[src/rtl/pdn_pkg.sv]
`timescale 1ns/1ps
package pdn_pkg;
    typedef enum logic [3:0] {
        CMD_NOP = 4'd0,
        CMD_ACT = 4'd1,
        CMD_PRE = 4'd2,
        CMD_RD  = 4'd3,
        CMD_RDA = 4'd4,
        CMD_WR  = 4'd5,
        CMD_WRA = 4'd6,
        CMD_REF = 4'd7,
        CMD_MRS = 4'd8
    } pdn_cmd_e;

    typedef enum logic [1:0] {
        PDT_NONE     = 2'd0,
        PDT_PRECH    = 2'd1,
        PDT_ACT_FAST = 2'd2,
        PDT_ACT_SLOW = 2'd3
    } pdn_type_e;

    typedef enum logic [1:0] {
        ST_UP    = 2'd0,
        ST_SLEEP = 2'd1,
        ST_WAKE  = 2'd2
    } pdn_state_e;
endpackage

[src/rtl/pdn_guard.sv]
`timescale 1ns/1ps
module pdn_guard #(
    parameter int TW = 8
) (
    input  logic          clk,
    input  logic          rst_n,
    input  logic [3:0]    cmd_code,
    input  logic [TW-1:0] cfg_rl,
    input  logic [TW-1:0] cfg_wl,
    input  logic [TW-1:0] cfg_bl,
    input  logic [TW-1:0] cfg_twtr,
    input  logic [TW-1:0] cfg_wr,
    input  logic [TW-1:0] cfg_tmrd,
    output logic          guard_clear
);
    import pdn_pkg::*;

    localparam int GW = TW + 2;

    logic [GW-1:0] guard_q;
    logic [GW-1:0] half_burst;
    logic [GW-1:0] need;
    logic [GW-1:0] need_m1;
    logic [GW-1:0] base;
    logic [GW-1:0] guard_n;

    // interval owed by the command on the bus this cycle
    always_comb begin
        half_burst = GW'(cfg_bl >> 1);
        case (pdn_cmd_e'(cmd_code))
            CMD_RD, CMD_RDA: need = GW'(cfg_rl) + half_burst;
            CMD_WR:          need = GW'(cfg_wl) + half_burst + GW'(cfg_twtr);
            CMD_WRA:         need = GW'(cfg_wl) + half_burst + GW'(cfg_wr);
            CMD_MRS:         need = GW'(cfg_tmrd);
            default:         need = '0;
        endcase
        need_m1 = (need == '0) ? '0 : need - 1'b1;
        base    = (guard_q == '0) ? '0 : guard_q - 1'b1;
        if (cmd_code != 4'd0 && need_m1 > base) begin
            guard_n = need_m1;
        end else begin
            guard_n = base;
        end
    end

    always_ff @(posedge clk or negedge rst_n) begin
        if (!rst_n) begin
            guard_q <= '0;
        end else begin
            guard_q <= guard_n;
        end
    end

    assign guard_clear = (guard_q == '0);
endmodule

[src/rtl/pdn_exit_timer.sv]
`timescale 1ns/1ps
module pdn_exit_timer #(
    parameter int TW = 8
) (
    input  logic          clk,
    input  logic          rst_n,
    input  logic          load,
    input  logic          run,
    input  logic [TW-1:0] latency,
    output logic          done
);
    logic [TW-1:0] cnt_q;

    always_ff @(posedge clk or negedge rst_n) begin
        if (!rst_n) begin
            cnt_q <= '0;
        end else if (load) begin
            cnt_q <= latency;
        end else if (run && cnt_q > TW'(1)) begin
            cnt_q <= cnt_q - 1'b1;
        end
    end

    // a latency of zero still costs one cycle with cke high
    assign done = run && (cnt_q <= TW'(1));
endmodule

[src/rtl/pdn_dur_timer.sv]
`timescale 1ns/1ps
module pdn_dur_timer #(
    parameter int REFW = 16
) (
    input  logic            clk,
    input  logic            rst_n,
    input  logic            active,
    input  logic [REFW-1:0] cfg_trefi,
    output logic            expire
);
    localparam int DW = REFW + 4;

    logic [DW-1:0] cnt_q;
    logic [DW-1:0] limit;
    logic [DW-1:0] last;

    always_comb begin
        limit = DW'(cfg_trefi) * DW'(9);
        last  = (limit == '0) ? '0 : limit - 1'b1;
    end

    always_ff @(posedge clk or negedge rst_n) begin
        if (!rst_n) begin
            cnt_q <= '0;
        end else if (!active) begin
            cnt_q <= '0;
        end else if (cnt_q != last) begin
            cnt_q <= cnt_q + 1'b1;
        end
    end

    assign expire = active && (cnt_q == last);
endmodule

[src/rtl/pdn_ctrl.sv]
`timescale 1ns/1ps
module pdn_ctrl #(
    parameter int NBANK = 8,
    parameter int TW    = 8,
    parameter int REFW  = 16
) (
    input  logic             clk,
    input  logic             rst_n,
    input  logic [3:0]       cmd_code,
    input  logic [NBANK-1:0] bank_open,
    input  logic             idle_req,
    input  logic [TW-1:0]    cfg_rl,
    input  logic [TW-1:0]    cfg_wl,
    input  logic [TW-1:0]    cfg_bl,
    input  logic [TW-1:0]    cfg_twtr,
    input  logic [TW-1:0]    cfg_wr,
    input  logic [TW-1:0]    cfg_tmrd,
    input  logic [TW-1:0]    cfg_txp,
    input  logic [TW-1:0]    cfg_txard,
    input  logic [TW-1:0]    cfg_txards,
    input  logic             cfg_slow_exit,
    input  logic [REFW-1:0]  cfg_trefi,
    output logic             cke,
    output logic             entry_ok,
    output logic [1:0]       pd_type,
    output logic             cmd_ready
);
    import pdn_pkg::*;

    pdn_state_e state_q, state_n;
    pdn_type_e  type_q, type_n;
    logic       guard_clear;
    logic       exit_done;
    logic       dur_expire;
    logic       go_sleep;
    logic       go_wake;
    logic [TW-1:0] exit_lat;

    pdn_guard #(.TW(TW)) u_guard (
        .clk         (clk),
        .rst_n       (rst_n),
        .cmd_code    (cmd_code),
        .cfg_rl      (cfg_rl),
        .cfg_wl      (cfg_wl),
        .cfg_bl      (cfg_bl),
        .cfg_twtr    (cfg_twtr),
        .cfg_wr      (cfg_wr),
        .cfg_tmrd    (cfg_tmrd),
        .guard_clear (guard_clear)
    );

    pdn_dur_timer #(.REFW(REFW)) u_dur (
        .clk       (clk),
        .rst_n     (rst_n),
        .active    (state_q == ST_SLEEP),
        .cfg_trefi (cfg_trefi),
        .expire    (dur_expire)
    );

    pdn_exit_timer #(.TW(TW)) u_exit (
        .clk     (clk),
        .rst_n   (rst_n),
        .load    (go_wake),
        .run     (state_q == ST_WAKE),
        .latency (exit_lat),
        .done    (exit_done)
    );

    // latency chosen by the kind recorded at entry
    always_comb begin
        unique case (type_q)
            PDT_ACT_FAST: exit_lat = cfg_txard;
            PDT_ACT_SLOW: exit_lat = cfg_txards;
            default:      exit_lat = cfg_txp;
        endcase
    end

    assign entry_ok = (state_q == ST_UP) && guard_clear && (cmd_code == 4'd0);
    assign go_sleep = idle_req && entry_ok;
    assign go_wake  = (state_q == ST_SLEEP) && (!idle_req || dur_expire);

    // next state and recorded kind
    always_comb begin
        state_n = state_q;
        type_n  = type_q;
        unique case (state_q)
            ST_UP: begin
                if (go_sleep) begin
                    state_n = ST_SLEEP;
                    if (bank_open == '0) begin
                        type_n = PDT_PRECH;
                    end else if (cfg_slow_exit) begin
                        type_n = PDT_ACT_SLOW;
                    end else begin
                        type_n = PDT_ACT_FAST;
                    end
                end
            end
            ST_SLEEP: begin
                if (go_wake) begin
                    state_n = ST_WAKE;
                end
            end
            ST_WAKE: begin
                if (exit_done) begin
                    state_n = ST_UP;
                    type_n  = PDT_NONE;
                end
            end
            default: begin
                state_n = ST_UP;
                type_n  = PDT_NONE;
            end
        endcase
    end

    always_ff @(posedge clk or negedge rst_n) begin
        if (!rst_n) begin
            state_q <= ST_UP;
            type_q  <= PDT_NONE;
        end else begin
            state_q <= state_n;
            type_q  <= type_n;
        end
    end

    // outputs decoded from the state register
    always_comb begin
        cke       = 1'b1;
        cmd_ready = 1'b0;
        unique case (state_q)
            ST_UP:    cmd_ready = 1'b1;
            ST_SLEEP: cke = 1'b0;
            ST_WAKE:  cmd_ready = 1'b0;
            default:  cmd_ready = 1'b0;
        endcase
        pd_type = type_q;
    end
endmodule

[config.mk]
export PLATFORM = sky130hd
export DESIGN_NAME = pdn_ctrl
export DESIGN_NICKNAME = d
export VERILOG_FILES = /design/src/rtl/pdn_pkg.sv /design/src/rtl/pdn_guard.sv /design/src/rtl/pdn_exit_timer.sv /design/src/rtl/pdn_dur_timer.sv /design/src/rtl/pdn_ctrl.sv
export SDC_FILE = /design/constraint.sdc
export NUM_CORES = 1
export LEC_CHECK = 0
export ABC_AREA = 0
export BUFFER_PORTS_ARGS = -buffer_cell sky130_fd_sc_hd__buf_2
export CORE_MARGIN = 1.5
export CORE_UTILIZATION = 63
export DETAILED_ROUTE_END_ITERATION = 8
export GPL_TIMING_DRIVEN = 1
export PLACE_DENSITY = 0.88
export SYNTH_ARGS = -nofsm -noshare
export SYNTH_HDL_FRONTEND = slang
export SYNTH_SLANG_ARGS = --single-unit
[constraint.sdc]
create_clock -name clk -period 7.8 [get_ports clk]
set_clock_uncertainty 0.15 [all_clocks]
set_input_delay 0.39 -clock clk [delete_from_list [all_inputs] [get_ports clk]]
set_output_delay 0.39 -clock clk [all_outputs]
set_load 0.02 [all_outputs]
==> impl_metrics.yaml, run 1 <==
yosys:
  synth_edf_count: 0
  ys_seq_area_share_pct: 16.7
  netlist_top_cells_area: "dfrtp_1 17%, ha_1 13%, xnor2_1 6.1%, a21oi_1 4.8%, nand2_1 4.7%"
  synth_top_flop_cell: "dfrtp_1"
  async_flop_share_pct: 100
  synth_cells: 802
  synth_nets: 975
  yosysWarningCount: 0
  synth_seq_cells: 42
  synth_area_leader_cell: "dfrtp_1"
  syn-cell-area_um2: 6310
  yosysUniqueCellTypes: 83
  yosysTopAreaCellShare_pct: 16.7
  synth_area_per_cell_um2: 7.86
clock_tree:
  cts_buffers: 5
  cts_tree: "built"
  cts_root_buf: "clkbuf_8"
  clkTransAtPathRegs_ps: 80
  postCtsSetupBuffers: 0
  post_cts_resized: 0
  cts.htree.levels: 2
  cts_sinks: 42
  clk_path_buf_depth: 2
  clock_latency_ps: 300
  ctsHoldBuffers: 0
layout:
  n_antenna_cell: 0
  layout_commonest_cell: "buf_2"
  drive_gt1_share_pct: 17.8
  final_cell_mix: "107 x buf_2, 79 x nand2_1, 69 x nor2_1"
  post-route-util_pct: 71.7
  syn_to_final_growth_pct: 10.7
  n_fill_cell: 791
  nets: 1063
timing:
  fmax_mhz: 160
  hold_viol_final: 0
  drv_slew: 0
  fin_tns_setup_ps: 0
  worstMarginPinSlew_ps: 1100
  setup_viol: 0
  rsz0062_at_grt: "false"
  period_needed_ps: 6240
  relSlewSlack_pct: 26.7
  finalCritPeriodShare_pct: 80.1
worst_setup_path:
  critPathLaunchType: "input port"
  cp_max_fo: 18
  r2r-start: "u_guard.guard_q[2]$_DFF_PN0_"
  critical_path_required_ps: 7840
  endpoint_kind: "flip-flop"
  path_class: "in2reg"
  reg2reg_slack_ps: 4340
  r2r-end: "u_guard.guard_q[7]$_DFF_PN0_"
  ff2ff_path_depth: 13
  critPathArrivalTime_ps: 6290
  slowest_stage: "nor3_1"
  slowest_delay_ps: 760
power:
  powerDensity_nw_per_um2: 196
  power_leakage_nw: 3.13
  vdd_ir_drop_max_uv: 137
floorplan:
  core-area_um2: 9730
  dieWidth_um: 103
  die_h_um: 103
  io_pins: 109
  fp-row-count: 36
  die_area_um2: 10600
  start_util_pct: 64.8
outcome:
  status: "finished clean"
global_route:
  antenna_found_initial: 0
  grt_pass1_wl_mm: 26.9
  grt_max_degree: 43
  grt_pass1_vias: 6181
  grt_usage_pct: 31.2
  overflow: 0
placement:
  portBuffers: 107
  finalWeightedCongestion: 0.914
  dp_hpwl_mm: 13.4
routing:
  drt_iter0_drc: 451
  first_pass_iters: 8
  drc: 0
  wirelength_mm: 16.6
  wl_per_cell_um: 16.2
  ant_nets: 0
  vias_per_cell: 6.36
  vias: 6509
worst_hold_path:
  hold_class: "in2async"
run:
  cap_violations: 0
-- worst max-delay path: cells and delay by family --
| kind | cells | cell delay (ps) |
|---|---|---|
| buf+inv | 3 | 590 |
| simple gates | 10 | 2170 |
| compound gates | 9 | 1680 |
| mux | 1 | 420 |
| fa+ha+maj | 3 | 950 |
| xor+xnor | 1 | 100 |
-- cells by family (layout without fill, tap and decap cells) --
family                   Yosys count  count (layout)  synth area share, %
XOR/XNOR                          60              60                 8.77
flip-flops                        42              42                 16.7
AO/OA/AOI/OAI                    228             228                 26.2
buffers and inverters             69             158                 4.70
adder cells (fa/ha/maj)           69              69                 14.2
AND/OR/NAND/NOR                  304             304                 24.5
multiplexers                      30              30                 4.98
-- metal layers --
| metal | vias up | GRT usage, % | routed length [um] |
|---|---|---|---|
| li1 | 3172 | - | - |
| met1 | 3025 | 38.3 | 6840 |
| met2 | 273 | 55.8 | 8370 |
| met3 | 39 | 3.46 | 939 |
| met4 | 0 | 12.3 | 427 |
| met5 | - | 0 | 0 |
-- cell type report --
cell class	instances	area, um2	area share (%)
clock inverter	1	5.00	0.0717
inverter	39	146	2.10
sequential	42	1050	15.1
timing repair buffer	111	566	8.10
multi-input combinational	691	4960	71.0
tap	133	166	2.38
clock buffer	7	86.3	1.24
-- power breakdown --
part           internal (mW)  total (mW)  switching [mW]
registers              0.274       0.348          0.0738
logic                  0.374       0.872           0.497
clock network         0.0715       0.147          0.0757
-- how the worst max path moves through the flow --
| stage | startpoint | endpoint | slack [ps] | cells after the start |
|---|---|---|---|---|
| after CTS | cmd_code[1] | u_guard.guard_q[7]$_DFF_PN0_ | 1670 | 27 |
| after detailed placement | cmd_code[1] | u_guard.guard_q[7]$_DFF_PN0_ | 1370 | 27 |
| after floorplan | cmd_code[3] | u_guard.guard_q[2]$_DFF_PN0_ | 1700 | 24 |
| after global routing | cmd_code[1] | u_guard.guard_q[7]$_DFF_PN0_ | 1160 | 27 |
| final | cmd_code[1] | u_guard.guard_q[7]$_DFF_PN0_ | 1560 | 27 |
| after global placement | cmd_code[1] | u_guard.guard_q[7]$_DFF_PN0_ | 1730 | 27 |
-- flip-flops by register name (all words and copies together) (netlist names) --
signal           cells
u_dur.cnt_q         20
u_guard.guard_q     10
u_exit.cnt_q         8
pd_type              2
state_q              2
-- stage by stage --
step | area (um2) | hold WS [ps] | worst slack (ps) | cells | power, mW
3_5_place_dp | 6890 | 411 | 1370 | 1016 | 1.19
5_1_grt | 6980 | 149 | 1160 | 1024 | 1.48
6_report | 6980 | 74.0 | 1560 | 1024 | 1.37
3_3_place_gp | 6890 | 388 | 1730 | 1016 | 1.13
2_1_floorplan | 6310 | -55.6 | 1700 | 802 | 0.983
4_1_cts | 6980 | 107 | 1670 | 1024 | 1.35
-- Yosys cell counts, drive strengths merged (5+ instances only) --
cell / count
nand2: 79
nor2: 69
ha: 65
a21oi: 62
xnor2: 44
dfrtp: 42
inv: 38
nor3: 29
o21ai: 29
nand3: 23
clkbuf: 22
mux2i: 19
a21o: 16
and3: 15
o211ai: 14
xor2: 14
nand2b: 12
a31o: 11
mux2: 11
nand4: 11
nor4: 11
a211oi: 10
o31ai: 10
and2: 9
o21bai: 9
buf: 8
or3: 8
o21a: 7
or4: 7
nor2b: 6
a2111oi: 5
a22oi: 5
a31oi: 5
nor3b: 5
o32ai: 5
Note: power is estimated with default switching activity, not from simulation.
==> run 2, diff against run 1 <==
--- a/config.mk
+++ b/config.mk
@@ -5,13 +5,13 @@
 export SDC_FILE = /design/constraint.sdc
 export NUM_CORES = 1
 export LEC_CHECK = 0
-export ABC_AREA = 0
+export ABC_AREA = 1
 export BUFFER_PORTS_ARGS = -buffer_cell sky130_fd_sc_hd__buf_2
 export CORE_MARGIN = 1.5
-export CORE_UTILIZATION = 63
+export CORE_UTILIZATION = 53
 export DETAILED_ROUTE_END_ITERATION = 8
 export GPL_TIMING_DRIVEN = 1
-export PLACE_DENSITY = 0.88
+export PLACE_DENSITY = 0.79
 export SYNTH_ARGS = -nofsm -noshare
 export SYNTH_HDL_FRONTEND = slang
 export SYNTH_SLANG_ARGS = --single-unit
==> constraint.sdc (replaced) <==
create_clock -name clk -period 5.1 [get_ports clk]
set_clock_uncertainty 0.15 [all_clocks]
set_input_delay 0.255 -clock clk [delete_from_list [all_inputs] [get_ports clk]]
set_output_delay 0.255 -clock clk [all_outputs]
set_load 0.02 [all_outputs]
==> impl_metrics.yaml, run 2 <==
worst_setup_path:
  r2r-end: "u_guard.guard_q[5]$_DFF_PN0_"
  critPathArrivalTime_ps: 4610
  critPathTopFamily: "simple AND/OR/NAND/NOR gates"
  critical_path_required_ps: 5140
  slowest_stage: "fa_1"
  path_buf_inv: 4
  path_common_cell: "nor2_1"
  endpoint_kind: "flip-flop"
  cp_num_cells: 30
  path_class: "in2reg"
  slowest_delay_ps: 470
  ff2ff_path_depth: 26
  r2r-start: "u_guard.guard_q[0]$_DFF_PN0_"
  cp_max_fo: 7
  reg2reg_slack_ps: 1640
  critPathLaunchType: "input port"
timing:
  hold-worst-slack_ps: -27.7
  relSlewSlack_pct: 36.7
  fmax_mhz: 219
  worstMarginPinSlew_ps: 949
  hold_viol_final: 42
  setup_viol: 0
  fin_tns_setup_ps: 0
  drv_slew: 0
  finalCritPeriodShare_pct: 89.5
  period_needed_ps: 4570
  rsz0062_at_grt: "false"
yosys:
  async_flop_share_pct: 100
  ys_seq_area_share_pct: 15.9
  synth_top_flop_cell: "dfrtp_1"
  yosysTopAreaCellShare_pct: 19.4
  yosysWarningCount: 0
  synth_nets: 1266
  synth_area_per_cell_um2: 6.04
  synth_edf_count: 0
  synth_common_cells: "341 x nand2_1, 160 x inv_1, 107 x nand3_1"
  syn-cell-area_um2: 6600
  yosysMostFrequentCell: "nand2_1"
  yosysUniqueCellTypes: 50
  synth_area_leader_cell: "nand2_1"
  synth_cells: 1093
  synth_seq_cells: 42
  netlist_top_cells_area: "nand2_1 19%, dfrtp_1 16%, ha_1 12%, inv_1 9.1%, nand3_1 8.1%"
global_route:
  grt_pass1_vias: 6490
  grt_pass1_wl_mm: 28.0
  grt_max_degree: 47
  use_met2_pct: 45.0
  grt.busiest_layer: "met2"
  grt_usage_pct: 25.6
  antenna_found_initial: 0
  use_met1_pct: 34.2
  met3_usage_pct: 2.75
  overflow: 0
clock_tree:
  cts_sinks: 42
  cts_root_buf: "clkbuf_16"
  clk_path_buf_depth: 2
  cts.htree.levels: 2
  clkTransAtPathRegs_ps: 60
  cts_buffers: 5
  clock_latency_ps: 280
  cts_tree: "built"
floorplan:
  start_util_pct: 54.7
  fp-row-count: 40
  die_area_um2: 13100
  dieWidth_um: 115
  io_pins: 109
  core-area_um2: 12100
  die_h_um: 115
power:
  vdd_ir_drop_max_uv: 227
  powerDensity_nw_per_um2: 273
  power_leakage_nw: 4.07
outcome:
  status: "finished with violations"
  violations: "hold timing"
layout:
  multi_input_area_um2: 4830
  nets: 1377
  syn_to_final_growth_pct: 13.6
  n_fill_cell: 1174
  n_antenna_cell: 0
  fin_cells: 1373
  layout_commonest_cell: "nand2_1"
  final_cell_mix: "340 x nand2_1, 160 x inv_1, 107 x nand3_1, 107 x buf_2, 93 x nor2_1"
  largest_register_ffs: 20
  top_register: "u_dur.cnt_q"
  drive_gt1_share_pct: 15.7
  seq_area_um2: 1050
  largestRegisters: "u_dur.cnt_q: 20 flops, u_guard.guard_q: 10 flops, u_exit.cnt_q: 8 flops"
placement:
  finalWeightedCongestion: 0.939
  place_inst: 1364
  dp_hpwl_mm: 13.5
  portBuffers: 107
routing:
  vias: 7064
  wl_per_cell_um: 11.9
  wirelength_mm: 16.3
  drt_iter0_drc: 412
  first_pass_iters: 4
  ant_nets: 0
  drc: 0
  vias_per_cell: 5.14
worst_hold_path:
  hold_class: "in2async"
run:
  cap_violations: 0
## run 2: cell types whose count changed in the layout (fill, tap and decap cells not counted), sizes merged, moves of 10 or more
| cell | previous run | this run |
|---|---|---|
| o21ai | 29 | 50 |
| a21o | 16 | 1 |
| nor2 | 69 | 106 |
| a31o | 11 | 0 |
| and3 | 15 | 1 |
| xnor2 | 44 | 13 |
| mux2i | 19 | 0 |
| nand2 | 79 | 351 |
| a21oi | 62 | 37 |
| xor2 | 14 | 24 |
| inv | 38 | 169 |
| nand2b | 12 | 0 |
| nand3 | 23 | 114 |
| nand4 | 11 | 28 |
## run 2: per-layer routing
layer,vias up,routed length (um)
li1,3756,-
met1,3129,7600
met2,165,7820
met3,14,743
met4,0,138
met5,-,0
## run 2: final cells by class
class	count	area share (%)
Clock buffer	8	2.22
Inverter	172	8.61
Multi-Input combinational cell	868	64.4
Sequential cell	42	14.0
Tap cell	168	2.80
Timing Repair Buffer	115	7.94
## run 2: kinds of logic after synthesis
group / synth area share, %
compound gates: 9.25
mux: 1.36
fa+ha+maj: 13.5
xor+xnor: 4.91
simple gates: 44.0
buf+inv: 11.0
flops: 15.9
## run 2: how the worst max path moves through the flow
stage / to / startpoint / slack [ps]
2_1_floorplan: u_guard.guard_q[5]$_DFF_PN0_ / cmd_code[2] / 550
3_3_place_gp: u_guard.guard_q[2]$_DFF_PN0_ / cmd_code[3] / 290
3_5_place_dp: u_guard.guard_q[3]$_DFF_PN0_ / cmd_code[2] / 170
4_1_cts: u_guard.guard_q[0]$_DFF_PN0_ / cmd_code[2] / 400
5_1_grt: u_guard.guard_q[0]$_DFF_PN0_ / cfg_bl[1] / 50
6_report: u_guard.guard_q[1]$_DFF_PN0_ / cmd_code[3] / 530
## run 2: per-stage QoR
stage / worst slack [ps] / utilization (%) / power [mW] / area [um2]
2_1_floorplan: 550 / - / 1.39 / 6600
3_3_place_gp: 295 / 60.7 / 1.65 / 7320
3_5_place_dp: 169 / 60.7 / 1.68 / 7320
4_1_cts: 399 / 62.0 / 2.04 / 7480
5_1_grt: 54.4 / 62.2 / 2.26 / 7500
6_report: 535 / 62.2 / 2.04 / 7500
## run 2: power by group
part | internal (mW) | leakage [nW] | switching [mW] | total [mW]
Clock | 0.222 | 0.0832 | 0.129 | 0.351
Combinational | 0.485 | 3.43 | 0.740 | 1.22
Sequential | 0.406 | 0.560 | 0.0614 | 0.468
Total | 1.11 | 4.07 | 0.931 | 2.04
## run 2: worst register-to-register path: cells and delay by family (launching register included)
kind	cells	cell delay (ps)
buffers and inverters	9	780
adder cells (fa/ha/maj)	2	410
AND/OR/NAND/NOR	12	1330
flip-flops	1	390
AO/OA/AOI/OAI	3	280
## run 2: what timing repair did
item | CTS | global route
gates resized for setup | 0 | 5
setup endpoints to repair | 0 | 10
hold buffers | 0 | 0
setup buffers | 0 | 1
